==> src/rtl/iopc_pkg.sv <==
package iopc_pkg;

  localparam int KIND_W = 2;

  typedef enum logic [KIND_W-1:0] {
    ACC_NONE  = 2'b00,
    ACC_LOAD  = 2'b01,
    ACC_STORE = 2'b10,
    ACC_IMM   = 2'b11
  } acc_kind_e;

  // regular data access that may be redirected
  function automatic logic is_regular(input acc_kind_e k);
    return (k == ACC_LOAD) || (k == ACC_STORE);
  endfunction

  // IO routing: prefix armed, regular access, not an opcode fetch
  function automatic logic io_route(input logic pre, input acc_kind_e k, input logic fetch);
    return pre && is_regular(k) && !fetch;
  endfunction

  // normal memory routing
  function automatic logic mem_route(input acc_kind_e k, input logic fetch, input logic io);
    return (fetch || (k != ACC_NONE)) && !io;
  endfunction

  // next value of the prefix flag
  function automatic logic prefix_next(input logic cur, input logic arm, input logic fin);
    if (arm) return 1'b1;
    if (fin) return 1'b0;
    return cur;
  endfunction

  // interrupt qualifier
  function automatic logic irq_pass(input logic pend, input logic mask, input logic pre);
    return pend && !mask && !pre;
  endfunction

endpackage

==> src/rtl/iopc_prefix_unit.sv <==
module iopc_prefix_unit
  import iopc_pkg::*;
(
  input  logic      clk,
  input  logic      rst_n,
  input  logic      set_prefix,
  input  logic      end_instr,
  input  acc_kind_e kind,
  output logic      prefix_q,
  output logic      busreq_q,
  output logic      io_sel,
  output logic      mem_en
);

  logic io_evt;     // an IO-space access is on the bus this cycle
  logic stall_req;  // access wants a fresh stall cycle
  logic pre_nxt;
  logic bus_nxt;

  assign io_evt    = io_route(prefix_q, kind, end_instr);
  assign stall_req = io_evt && !busreq_q;
  assign pre_nxt   = prefix_next(prefix_q, set_prefix, end_instr);
  assign bus_nxt   = stall_req;

  assign io_sel = io_evt;
  assign mem_en = mem_route(kind, end_instr, io_evt);

  always_ff @(posedge clk or negedge rst_n) begin
    if (!rst_n) begin
      prefix_q <= 1'b0;
      busreq_q <= 1'b0;
    end else begin
      prefix_q <= pre_nxt;
      busreq_q <= bus_nxt;
    end
  end

endmodule

==> src/rtl/iopc_irq_gate.sv <==
module iopc_irq_gate
  import iopc_pkg::*;
(
  input  logic clk,
  input  logic rst_n,
  input  logic inh_set,
  input  logic inh_clr,
  input  logic irq_pend,
  input  logic prefix,
  output logic inh_q,
  output logic irq_ok
);

  logic inh_nxt;

  always_comb begin
    inh_nxt = inh_q;
    if (inh_clr) inh_nxt = 1'b0;
    if (inh_set) inh_nxt = 1'b1;
  end

  always_ff @(posedge clk or negedge rst_n) begin
    if (!rst_n) inh_q <= 1'b1;
    else        inh_q <= inh_nxt;
  end

  assign irq_ok = irq_pass(irq_pend, inh_q, prefix);

endmodule

==> src/rtl/iopc_toggle_bank.sv <==
module iopc_toggle_bank #(
  parameter int TGL_N = 2
) (
  input  logic             clk,
  input  logic             rst_n,
  input  logic             hold,
  input  logic [TGL_N-1:0] tgl,
  output logic [TGL_N-1:0] q
);

  logic [TGL_N-1:0] flip;

  for (genvar i = 0; i < TGL_N; i++) begin : g_bit
    assign flip[i] = tgl[i] && !hold;
    always_ff @(posedge clk or negedge rst_n) begin
      if (!rst_n)       q[i] <= 1'b0;
      else if (flip[i]) q[i] <= !q[i];
    end
  end

endmodule

==> src/rtl/ioprefix_ctrl.sv <==
module ioprefix_ctrl
  import iopc_pkg::*;
(
  input  logic              clk,
  input  logic              rst_n,
  input  logic              set_prefix_i,
  input  logic              end_instr_i,
  input  logic [KIND_W-1:0] acc_kind_i,
  input  logic              inh_set_i,
  input  logic              inh_clr_i,
  input  logic              irq_pend_i,
  input  logic              ack_tgl_i,
  input  logic              fb_tgl_i,
  output logic              io_sel_o,
  output logic              mem_en_o,
  output logic              stall_o,
  output logic              prefix_o,
  output logic              inhibit_o,
  output logic              irq_ok_o,
  output logic              ack_o,
  output logic              fb_sel_o
);

  localparam int TGL_ACK = 0;
  localparam int TGL_FB  = 1;
  localparam int TGL_N   = TGL_FB + 1;

  acc_kind_e        kind;
  logic             prefix_q;
  logic             busreq_q;
  logic [TGL_N-1:0] tgl_vec;
  logic [TGL_N-1:0] tgl_q;

  assign kind = acc_kind_e'(acc_kind_i);

  iopc_prefix_unit u_prefix (
    .clk        (clk),
    .rst_n      (rst_n),
    .set_prefix (set_prefix_i),
    .end_instr  (end_instr_i),
    .kind       (kind),
    .prefix_q   (prefix_q),
    .busreq_q   (busreq_q),
    .io_sel     (io_sel_o),
    .mem_en     (mem_en_o)
  );

  iopc_irq_gate u_irq (
    .clk      (clk),
    .rst_n    (rst_n),
    .inh_set  (inh_set_i),
    .inh_clr  (inh_clr_i),
    .irq_pend (irq_pend_i),
    .prefix   (prefix_q),
    .inh_q    (inhibit_o),
    .irq_ok   (irq_ok_o)
  );

  assign tgl_vec[TGL_ACK] = ack_tgl_i;
  assign tgl_vec[TGL_FB]  = fb_tgl_i;

  iopc_toggle_bank #(.TGL_N(TGL_N)) u_tgl (
    .clk   (clk),
    .rst_n (rst_n),
    .hold  (busreq_q),
    .tgl   (tgl_vec),
    .q     (tgl_q)
  );

  assign stall_o  = busreq_q;
  assign prefix_o = prefix_q;
  assign ack_o    = tgl_q[TGL_ACK];
  assign fb_sel_o = tgl_q[TGL_FB];

endmodule

==> config.mk <==
export PLATFORM = sky130hd
export DESIGN_NAME = ioprefix_ctrl
export DESIGN_NICKNAME = d
export VERILOG_FILES = /design/src/rtl/iopc_pkg.sv /design/src/rtl/iopc_prefix_unit.sv /design/src/rtl/iopc_irq_gate.sv /design/src/rtl/iopc_toggle_bank.sv /design/src/rtl/ioprefix_ctrl.sv
export SDC_FILE = /design/constraint.sdc
export NUM_CORES = 1
export LEC_CHECK = 0
export BUFFER_PORTS_ARGS = -buffer_cell sky130_fd_sc_hd__buf_4
export CAP_MARGIN = 20
export CORE_AREA = 2 2 39 41
export DETAILED_ROUTE_END_ITERATION = 7
export DIE_AREA = 0 0 41 43
export GPL_TIMING_DRIVEN = 1
export PLACE_DENSITY_LB_ADDON = 0.12
export SLEW_MARGIN = 20
export SYNTH_ARGS = -nofsm -noshare
export SYNTH_HDL_FRONTEND = slang
export SYNTH_SLANG_ARGS = --single-unit
==> constraint.sdc <==
create_clock -name clk -period 1.8 [get_ports clk]
set_input_delay 0.09 -clock clk [delete_from_list [all_inputs] [get_ports clk]]
set_output_delay 0.09 -clock clk [all_outputs]
set_load 0.02 [all_outputs]
# == Yosys cells after proc, flatten, opt, wreduce, memory -nomap -nowiden ==
# Index checks and enable logic that the tools add are counted.
# totals
input_bits,11
output_inout_bits,8
register_bits,5
elab_cells,36
# op_classes
n_reduce_logical,20
muxes,9
n_eq_ne,2
# ops
operator,count
$mux 1,9
$logic_and 1x1->1,8
$logic_not 1->1,7
$reduce_bool 2->1,3
$eq 2x1->1 const B,1
$eq 2x2->1 const B,1
$logic_or 1x1->1,2

# == Logic depth before layout (Yosys ltp) ==
# logic_depth
ltp_word,6
depth_mapped,4
depth_no_buf,4

# == Cells and area by module ==
# From an unflattened synthesis, not the netlist that was laid out.
# unflattened
hier_cells,21
hier_area_um2,256.5
# by_module_without_submodules
module,n_inst,seq_area_each_um2,cells_each,area_per_inst_um2
iopc_prefix_unit,1,50.0,11,118.9
iopc_toggle_bank,1,50.0,6,87.6
iopc_irq_gate,1,26.3,4,50.0

# == Worst setup path after synthesis ==
# OpenSTA, ideal clock, no wires.
# synth_path
kind,reg2out
startpoint,register u_prefix.prefix_q
endpoint,output irq_ok_o
path_buffers,0
arrival_ns,1.020
stages_incl_launch_ff,2
required_time_ns,1.710
path_slack_ns,0.690
path_cell_list,dfrtp_1 nor3b_1
# synth_between
elab_chain_cells,2
# synth_lines
item,line_no,source
"start, declared",iopc_prefix_unit.sv:9,"output logic prefix_q,"
"start signal, assigned",iopc_prefix_unit.sv:33,prefix_q <= pre_nxt;
$logic_not 1->1,iopc_pkg.sv:36,return pend && !mask && !pre;
$logic_and 1x1->1,iopc_pkg.sv:36,
"end, declared",ioprefix_ctrl.sv:19,"output logic irq_ok_o,"
# No other way between the ends.

# == Worst setup path after layout ==
# layout_path
startpoint,register u_prefix.prefix_q
endpoint,output mem_en_o
# layout_between
elab_chain_cells,4
# layout_lines
item,line_no,source
$logic_and 1x1->1 (2 in series),iopc_pkg.sv:19,return pre && is_regular(k) && !fetch;
$logic_not 1->1,iopc_pkg.sv:24,return (fetch || (k != ACC_NONE)) && !io;
$logic_and 1x1->1,iopc_pkg.sv:24,
"end, declared",ioprefix_ctrl.sv:15,"output logic mem_en_o,"
# No other way between the ends.

==> flow_metrics.py <==
metrics = {
    "yosys": {
        "synth_nets": 33,
        "synthTopCellsByArea": "dfrtp_1, dfstp_2, xnor2_1, a21o_1, inv_1",
        "synth.cell_area_um2": 235,
        "synth_edf_count": 0,
        "synth_top_area_cell": "dfrtp_1",
        "synthDistinctLibCells": 12,
        "synth_seq_cells": 5,
        "yosys_most_used_dff": "dfrtp_1",
        "syn_avg_cell_area_um2": 11.2,
        "seq_area_frac_synth": 0.537,
        "synth_top_area_frac": 0.426,
        "netlist_instances": 21,
        "async_flop_share": 1.00,
        "yosysWarnings": 0,
        "synth_common_cells": "dfrtp_1, inv_1, a21o_1, nand2b_1, xnor2_1",
    },
    "grt": {
        "antenna_found_initial": 0,
        "grt_overflow": 0,
        "grt_pass1_vias": 220,
        "grt_pass1_wl_um": 821,
        "grt_util_all_layers": 0.0808,
        "grt_max_degree": 6,
    },
    "detailed_routing": {
        "wl_per_cell_um": 8.90,
        "wl_um": 534,
        "drtIter0Drc": 3,
        "drtAntennaViolNets": 0,
        "vias": 226,
        "vias_per_cell": 3.77,
        "drt_drc_violations_left": 0,
        "first_pass_iters": 2,
    },
    "floorplanning": {
        "die_h_um": 43,
        "io_pins": 19,
        "fp-row-count": 14,
        "core-area_um2": 1380,
        "fp.dieArea_um2": 1760,
        "initial_utilization": 0.170,
        "die_x_um": 41,
    },
    "min_path": {
        "worstHoldStart": "set_prefix_i",
        "min_path_cells": 2,
        "min_path_type": "input pin to flip-flop",
    },
    "final_layout": {
        "final_cells": 60,
        "multi_input_area_um2": 93.8,
        "antenna_cells": 0,
        "drive_gt1_frac": 0.523,
        "stdcell_area_um2": 427,
        "seq_area_um2": 126,
        "layout.nets": 57,
        "syn_to_final_growth_pct": 81.4,
        "fillers": 153,
        "utilization": 0.308,
    },
    "sta": {
        "tightest_slew_ps": 172,
        "fmax_ghz": 0.878,
        "fin_setup_tns_ps": 0,
        "relSlewSlack": 0.885,
        "layout_setup_ws_ps": 661,
        "timing.hold.ws_ps": 35.1,
        "hold_viol": 0,
        "clock_skew_ps": 0.785,
        "slew_violations": 0,
        "rsz0062_at_grt": "no",
        "setup-violations-final": 0,
        "min_period_ps": 1140,
        "fin_crit_sh": 0.633,
    },
    "pwr": {
        "switchingPower_mw": 0.133,
        "internal_power_mw": 0.306,
        "p_sw_frac": 0.303,
        "power_mw": 0.439,
        "vdd_drop_max_mv": 0.304,
        "powerDensity_nw_per_um2": 1030,
        "p_comb_frac": 0.344,
        "leakagePower_nw": 0.237,
        "p_seq_frac": 0.371,
        "power_frac_clock": 0.285,
    },
    "place": {
        "place_inst": 55,
        "placed_area_um2": 390,
        "io_buffers": 18,
        "dpl.hpwl_um": 462,
        "post-place-ws_ps": 853,
        "gp_congestion": 0.597,
    },
    "worst_setup_path": {
        "path_class": "flip-flop to primary output",
        "timing.rr.start": "u_prefix.prefix_q",
        "critPathMaxFanout": 5,
        "crit_required_ps": 1710,
        "worstRegToRegCells": 2,
        "crit_arrival_ps": 1050,
        "cp-start-kind": "flip-flop",
        "crit_start": "u_prefix.prefix_q",
        "critPathCaptureType": "primary output",
    },
    "clock_tree": {
        "cts_buffers": 3,
        "hold_buffers": 1,
        "clockBufferDepth": 2,
        "cts_setup_buffers": 0,
        "cts_resized": 0,
        "clk_latency_ps": 230,
        "cts_sinks": 5,
        "htreeDepth": 1,
        "clock-root-buffer": "clkbuf_4",
        "clk_pin_slew_ps": 40,
        "cts_tree": "yes",
    },
    "status": {
        "status": "finished clean",
    },
    "run": {
        "drv_cap": 0,
    },
}
## cells in the final DEF (no fill, tap or decap)
cell           count
xnor2_1            2
a21o_1             2
ha_1               1
buf_4             18
and2b_1            1
clkbuf_4           3
nor3b_1            1
clkbuf_1           1
a21o_2             1
and3b_1            1
nand2_1            1
dfstp_2            1
nand2b_1           2
dfrtp_1            4
inv_1              4
dlygate4sd3_1      1
## final timing paths
path,slack [ps],endpoint
worst max register to register,910,u_prefix.busreq_q
worst min register to register,470,u_tgl.q[1]
worst max-delay path,660,mem_en_o
worst min-delay path,40,u_prefix.prefix_q
max in group asynchronous,1410,u_irq.inh_q
min in group asynchronous,190,u_prefix.busreq_q
## layout make-up
type	count	area share
repair buffers	19	0.340
flip-flops and latches	5	0.296
multi-input cells	12	0.220
clock buffers	4	0.0616
well taps	16	0.0469
inverters	4	0.0352
## state kept, by name, summed over array words and instances, names as in the netlist
| signal | cells |
|---|---|
| u_tgl.q | 2 |
| u_irq.inh_q | 1 |
| u_prefix.busreq_q | 1 |
| u_prefix.prefix_q | 1 |
## layer usage
| layer | routed length, um | global-route usage |
|---|---|---|
| met5 | 0 | 0 |
| met4 | 0 | 0.100 |
| met3 | 55 | 0.0471 |
| met2 | 295 | 0.100 |
| met1 | 183 | 0.0787 |
## logic make-up (layout without fill, tap and decap cells)
kind of cell	count (synthesis)	in the layout	synth area share
simple gates	6	6	0.170
flops	5	5	0.537
buf+inv	4	27	0.0638
compound gates	3	3	0.101
xor+xnor	2	2	0.0745
fa+ha+maj	1	1	0.0532
## critical path, cell delays in order, from the launching register on
cell	delay, ps
dfrtp_1	420
a21o_1	200
nand2_1	60
buf_4	130
## power by group through the flow
stage / clock, mW / combinational [mW] / sequential (mW)
2_1_floorplan: 0 / 0.0412 / 0.198
5_1_grt: 0.145 / 0.160 / 0.167
3_3_place_gp: 0 / 0.149 / 0.163
3_5_place_dp: 0 / 0.151 / 0.165
6_report: 0.125 / 0.151 / 0.163
4_1_cts: 0.134 / 0.154 / 0.164
Note: power is estimated with default switching activity, not from simulation.
